<file path="config.mk">
export PLATFORM = sky130hd
export DESIGN_NAME = edge_capture_unit
export DESIGN_NICKNAME = d
export VERILOG_FILES = /design/src/rtl/capt_pkg.sv /design/src/rtl/capt_sync.sv /design/src/rtl/capt_channel.sv /design/src/rtl/edge_capture_unit.sv
export SDC_FILE = /design/constraint.sdc
export NUM_CORES = 1
export LEC_CHECK = 0
export ABC_AREA = 0
export BUFFER_PORTS_ARGS = -buffer_cell sky130_fd_sc_hd__buf_2
export CORE_ASPECT_RATIO = 1.25
export CORE_MARGIN = 3
export CORE_UTILIZATION = 50
export DETAILED_ROUTE_END_ITERATION = 6
export PLACE_DENSITY = 0.81
export SLEW_MARGIN = 20
export SYNTH_ARGS = -nofsm -noshare
export SYNTH_HDL_FRONTEND = slang
export SYNTH_SLANG_ARGS = --single-unit
</file>
<file path="constraint.sdc">
create_clock -name clk -period 4.16 [get_ports clk]
set_input_delay 0.832 -clock clk [delete_from_list [all_inputs] [get_ports clk]]
set_output_delay 0.832 -clock clk [all_outputs]
set_load 0.05 [all_outputs]
</file>
<file path="src/rtl/capt_pkg.sv">
package capt_pkg;

  // Trigger selection code per channel
  typedef enum logic [1:0] {
    CAP_OFF  = 2'd0,
    CAP_RISE = 2'd1,
    CAP_FALL = 2'd2,
    CAP_BOTH = 2'd3
  } cap_mode_e;

  localparam int unsigned MODE_W = 2;

endpackage

</file>
<file path="src/rtl/capt_sync.sv">
module capt_sync (
  input  logic clk,
  input  logic rst_n,
  input  logic pin,
  output logic rise,
  output logic fall
);

  logic meta_q, sync_q, prev_q;
  logic meta_d, sync_d, prev_d;

  // next state
  always_comb begin
    meta_d = pin;
    sync_d = meta_q;
    prev_d = sync_q;
  end

  // registers
  always_ff @(posedge clk or negedge rst_n) begin
    if (!rst_n) begin
      meta_q <= 1'b0;
      sync_q <= 1'b0;
      prev_q <= 1'b0;
    end else begin
      meta_q <= meta_d;
      sync_q <= sync_d;
      prev_q <= prev_d;
    end
  end

  assign rise = sync_q & ~prev_q;
  assign fall = ~sync_q & prev_q;

endmodule

</file>
<file path="src/rtl/capt_channel.sv">
module capt_channel
  import capt_pkg::*;
#(
  parameter int unsigned CNT_W = 32
) (
  input  logic              clk,
  input  logic              rst_n,
  input  logic              rise,
  input  logic              fall,
  input  logic [MODE_W-1:0] mode,
  input  logic [CNT_W-1:0]  cnt_in,
  input  logic              clr,
  output logic [CNT_W-1:0]  cap_q,
  output logic              flag_q
);

  cap_mode_e         mode_e;
  logic              trig;
  logic [CNT_W-1:0]  cap_d;
  logic              flag_d;
  logic              cap_en;

  assign mode_e = cap_mode_e'(mode);

  always_comb begin
    unique case (mode_e)
      CAP_RISE: trig = rise;
      CAP_FALL: trig = fall;
      CAP_BOTH: trig = rise | fall;
      default:  trig = 1'b0;
    endcase
  end

  // next state: capture has priority over clear
  assign cap_en = trig;
  always_comb begin
    cap_d  = cap_en ? cnt_in : cap_q;
    flag_d = flag_q;
    if (clr)    flag_d = 1'b0;
    if (cap_en) flag_d = 1'b1;
  end

  // registers
  always_ff @(posedge clk or negedge rst_n) begin
    if (!rst_n) begin
      cap_q  <= '0;
      flag_q <= 1'b0;
    end else begin
      cap_q  <= cap_d;
      flag_q <= flag_d;
    end
  end

  AST_OFF_HOLDS_CAP: assert property (@(posedge clk) disable iff (!rst_n)
    (mode_e == CAP_OFF) |=> $stable(cap_q));
  AST_OFF_HOLDS_FLAG: assert property (@(posedge clk) disable iff (!rst_n)
    (mode_e == CAP_OFF && !clr) |=> $stable(flag_q));
  AST_RISE_CAPTURES: assert property (@(posedge clk) disable iff (!rst_n)
    (mode_e == CAP_RISE && rise) |=> (flag_q && cap_q == $past(cnt_in)));
  AST_FALL_IGNORES_RISE: assert property (@(posedge clk) disable iff (!rst_n)
    (mode_e == CAP_FALL && rise) |=> $stable(cap_q));
  AST_CLEAR_ALONE: assert property (@(posedge clk) disable iff (!rst_n)
    (clr && !rise && !fall) |=> !flag_q);
  AST_CAPTURE_BEATS_CLEAR: assert property (@(posedge clk) disable iff (!rst_n)
    (clr && mode_e == CAP_BOTH && (rise || fall)) |=> flag_q);

endmodule

</file>
<file path="src/rtl/edge_capture_unit.sv">
module edge_capture_unit
  import capt_pkg::*;
#(
  parameter int unsigned NUM_CH   = 2,
  parameter int unsigned CNT_W    = 32,
  parameter int unsigned ADDR_W   = 4,
  parameter int unsigned CAP_BASE = 0
) (
  input  logic                      clk,
  input  logic                      rst_n,
  input  logic [CNT_W-1:0]          tmr_count,
  input  logic [NUM_CH-1:0]         pin_in,
  input  logic [NUM_CH*MODE_W-1:0]  mode_field,
  input  logic [NUM_CH-1:0]         irq_en,
  input  logic [ADDR_W-1:0]         bus_addr,
  input  logic                      bus_wr,
  input  logic [NUM_CH-1:0]         bus_wdata,
  output logic [CNT_W-1:0]          bus_rdata,
  output logic [NUM_CH*CNT_W-1:0]   cap_val,
  output logic [NUM_CH-1:0]         cap_flag,
  output logic [NUM_CH-1:0]         cap_irq
);

  localparam int unsigned STAT_ADDR = CAP_BASE + NUM_CH;

  logic [NUM_CH-1:0] rise, fall, clr;
  logic              stat_sel;

  assign stat_sel = (bus_addr == ADDR_W'(STAT_ADDR));

  for (genvar g = 0; g < NUM_CH; g++) begin : g_ch
    capt_sync u_sync (
      .clk   (clk),
      .rst_n (rst_n),
      .pin   (pin_in[g]),
      .rise  (rise[g]),
      .fall  (fall[g])
    );

    assign clr[g] = bus_wr & stat_sel & bus_wdata[g];

    capt_channel #(.CNT_W(CNT_W)) u_chan (
      .clk    (clk),
      .rst_n  (rst_n),
      .rise   (rise[g]),
      .fall   (fall[g]),
      .mode   (mode_field[g*MODE_W +: MODE_W]),
      .cnt_in (tmr_count),
      .clr    (clr[g]),
      .cap_q  (cap_val[g*CNT_W +: CNT_W]),
      .flag_q (cap_flag[g])
    );
  end

  assign cap_irq = cap_flag & irq_en;

  // read mux
  always_comb begin
    bus_rdata = '0;
    for (int i = 0; i < NUM_CH; i++) begin
      if (bus_addr == ADDR_W'(CAP_BASE + i))
        bus_rdata = cap_val[i*CNT_W +: CNT_W];
    end
    if (stat_sel)
      bus_rdata[NUM_CH-1:0] = cap_flag;
  end

  AST_IRQ_NEEDS_ENABLE: assert property (@(posedge clk) disable iff (!rst_n)
    ((cap_irq & ~irq_en) == '0));
  AST_FLAG_RISE_MEANS_CAPTURE: assert property (@(posedge clk) disable iff (!rst_n)
    $rose(cap_flag[0]) |-> (cap_val[CNT_W-1:0] == $past(tmr_count)));

endmodule

</file>
==> metrics.md <==
| Metric | Value |
|---|---|
| Status | finished clean |
| Leakage | 2.32 nW |
| ANT cells | 0 |
| Commonest non-fill, non-tap cell in the layout | buf_2 |
| Fin crit period | 2.92 ns |
| RSZ-0062 raised after global routing | false |
| Startpoint Class | input pin |
| VDD IR-drop max | 0.224 mV |
| First-pass GRT wire length | 16800 um |
| Sequential-to-total area share from yosys stat | 46.5% |
| Gr usage total | 23.4% |
| Rows | 35 |
| Slew @ Worst Pin | 0.911 ns |
| WL final | 10100 um |
| CTS buffer count | 9 |
| Slowest stage delay, CP | 0.36 ns |
| Clk buf depth | 2 |
| Die area | 0.00885 mm^2 |
| Max Cap Viol | 0 |
| WL/cell | 17.8 um |
| Post-DRT Antenna Nets | 0 |
| Clk_lat worst skew | 0.33 ns |
| HPWL after DPL | 6880 um |
| Slew Limit Headroom | 39.3% |
| Clk pin slew, worst setup/hold paths | 0.08 ns |
| TritonCTS clock tree | yes |
| Initial core utilization | 52.1% |
| Routability cong. | 0.737 |
| Drt via density | 6.01 |
| Area grow syn2layout | 24.2% |
| Post-CTS Resized | 0 |
| Fin. Hold Viols | 0 |
| Post-synthesis cell count | 342 |
| NumNets Final | 524 |
| Critical-path top delay cell | buf_4 |
| Final period util | 70.2% |
| Clk_skew | 0.00910 ns |
| Largest net degree at the start of global routing | 73 |
| Vias in the first global route | 3404 |
| Area of the multi-input gates | 0.00189 mm^2 |
| CP Max Fanout | 30 |
| Aggregate negative setup slack | 0 ns |
| Most Used Layer, Global Route | met2 |
| IO Port Bufs | 148 |
| Crit-path cells | buf_2 > nor4_2 > buf_4 > a22o_1 > buf_2 |
| # fillers | 574 |
| Pwr dens | 482 mW/mm^2 |
| H-tree depth | 3 |
| Register area | 0.00180 mm^2 |
| Congestion Overflow GR | 0 |
| Post-DP Area | 0.00461 mm^2 |
| Commonest cells after routing, fill and taps aside | buf_2, dfrtp_1, a21oi_1 |
| Max-slew violations | 0 |
| Met2 Track Usage GR | 40.6% |
| Met3 usage | 3.33% |
| Synth Flop Type | dfrtp_1 |
| CP Capture Type | output pin |
| Cell family with most CP delay | buffers and inverters |
| Share of cells above drive strength 1 | 47.9% |
| Yosys reg bits | 72 |
| Yosys warns | 0 |
| Hold_buf cts | 0 |
| Vias | 3413 |
| Final setup viols | 0 |
| Layout Utilization | 64.7% |
| Die width | 84.8 um |
| DRT iter0 DRCs | 213 |
| CP most frequent cell | buf_2 |
| Max Freq | 0.343 GHz |
| Crit Path Class | in2out |
| CP required | 3.33 ns |
| CTS sink cnt | 72 |
| CP Buf/Inv Count | 3 |
| Ys async rst share | 100% |
| Avg Cell Area, Syn | 11.3 um^2 |
| Core box area | 0.00744 mm^2 |
| Design area | 0.00481 mm^2 |
| Yosys cell types | 34 |
| Setup bufs post-CTS | 0 |
| 1st-pass router iterations | 4 |
| Initial antenna violation count | 0 |
| Post-synth EDFFs | 0 |
| Post-synth net total | 395 |
| DRC | 0 |
| Cell area after synthesis | 0.00388 mm^2 |
| Class of the worst hold path | reg2reg |
| Die span in y | 104 um |
| Clock root buffer | clkbuf_8 |
| Worst path arrival time | 2.09 ns |
| # IOs | 149 |
| Met1 Use GR | 28.6% |
-- cell families (layout without fill, tap and decap cells) --
family          count (synthesis)  count (layout)  share of synthesized area, %
compound gates                139             139                          30.0
fa+ha+maj                       4               4                          1.29
buf+inv                        41             175                          5.71
flops                          72              72                          46.5
mux                            32              32                          9.23
simple gates                   54              54                          7.29
-- power by group --
| part | total (mW) | internal [mW] | switching [mW] |
|---|---|---|---|
| Sequential | 0.905 | 0.807 | 0.0985 |
| Clock | 0.525 | 0.265 | 0.260 |
| Combinational | 0.888 | 0.265 | 0.623 |
-- synthesized netlist by cell type (3+ instances only) --
cell	number	area share (%)
a22o_1	30	6.8
mux2_1	10	2.9
mux2_2	20	5.8
dfrtp_1	72	46
nand4_1	4	0.65
a21o_1	3	0.58
inv_1	4	0.39
a221o_1	32	8.3
buf_6	4	1.2
a21oi_1	33	4.3
buf_2	14	1.8
nand3_1	32	4.1
clkbuf_1	12	1.2
ha_1	4	1.3
a21bo_2	32	8.3
nand2_1	8	0.77
buf_4	5	0.97
-- registers in the layout, indices dropped and copies added, names as in the netlist --
| signal | count |
|---|---|
| g_ch.u_chan.flag_q | 2 |
| g_ch.u_sync.meta_q | 2 |
| g_ch.u_chan.cap_q | 64 |
| g_ch.u_sync.prev_d | 2 |
| g_ch.u_sync.prev_q | 2 |
-- routing by layer --
layer  part of all wire, %  vias up
met5                     0        -
met4                   1.6        0
met3                   5.8       14
met2                    53      123
met1                    40     1695
li1                      -     1581
-- layout make-up --
class,instances,area share [%]
Timing Repair Buffer,155,16.5
Clock inverter,4,0.572
Clock buffer,12,3.43
Sequential cell,72,37.4
Multi-Input combinational cell,229,39.3
Tap cell,92,2.39
Inverter,4,0.312
-- through the flow --
| stage | hold slack, ns | setup slack [ns] | total power [mW] | std cells |
|---|---|---|---|---|
| after global routing | 0.366 | 1.16 | 2.42 | 568 |
| after global placement | 0.332 | 1.29 | 1.79 | 552 |
| after floorplan | 0.331 | 1.01 | 1.58 | 342 |
| final | 0.351 | 1.24 | 2.32 | 568 |
| after detailed placement | 0.336 | 1.24 | 1.81 | 552 |
| after CTS | 0.353 | 1.24 | 2.34 | 568 |
-- final timing paths --
path                                                 start  slack (ns)  cells after the start                                    to
min reg2reg                g_ch[1].u_sync.meta_q$_DFF_PN0_        0.35                      0       g_ch[1].u_sync.prev_d$_DFF_PN0_
min in group asynchronous                            rst_n        0.62                      1   g_ch[1].u_chan.cap_q[1]$_DFFE_PN0P_
max reg2reg                g_ch[1].u_sync.prev_q$_DFF_PN0_        1.78                      6   g_ch[1].u_chan.cap_q[0]$_DFFE_PN0P_
max                                            bus_addr[3]        1.24                      5                          bus_rdata[2]
max in group asynchronous                            rst_n        2.95                      1  g_ch[0].u_chan.cap_q[18]$_DFFE_PN0P_
min                        g_ch[1].u_sync.meta_q$_DFF_PN0_        0.35                      0       g_ch[1].u_sync.prev_d$_DFF_PN0_
(Power assumes the default switching activity.)
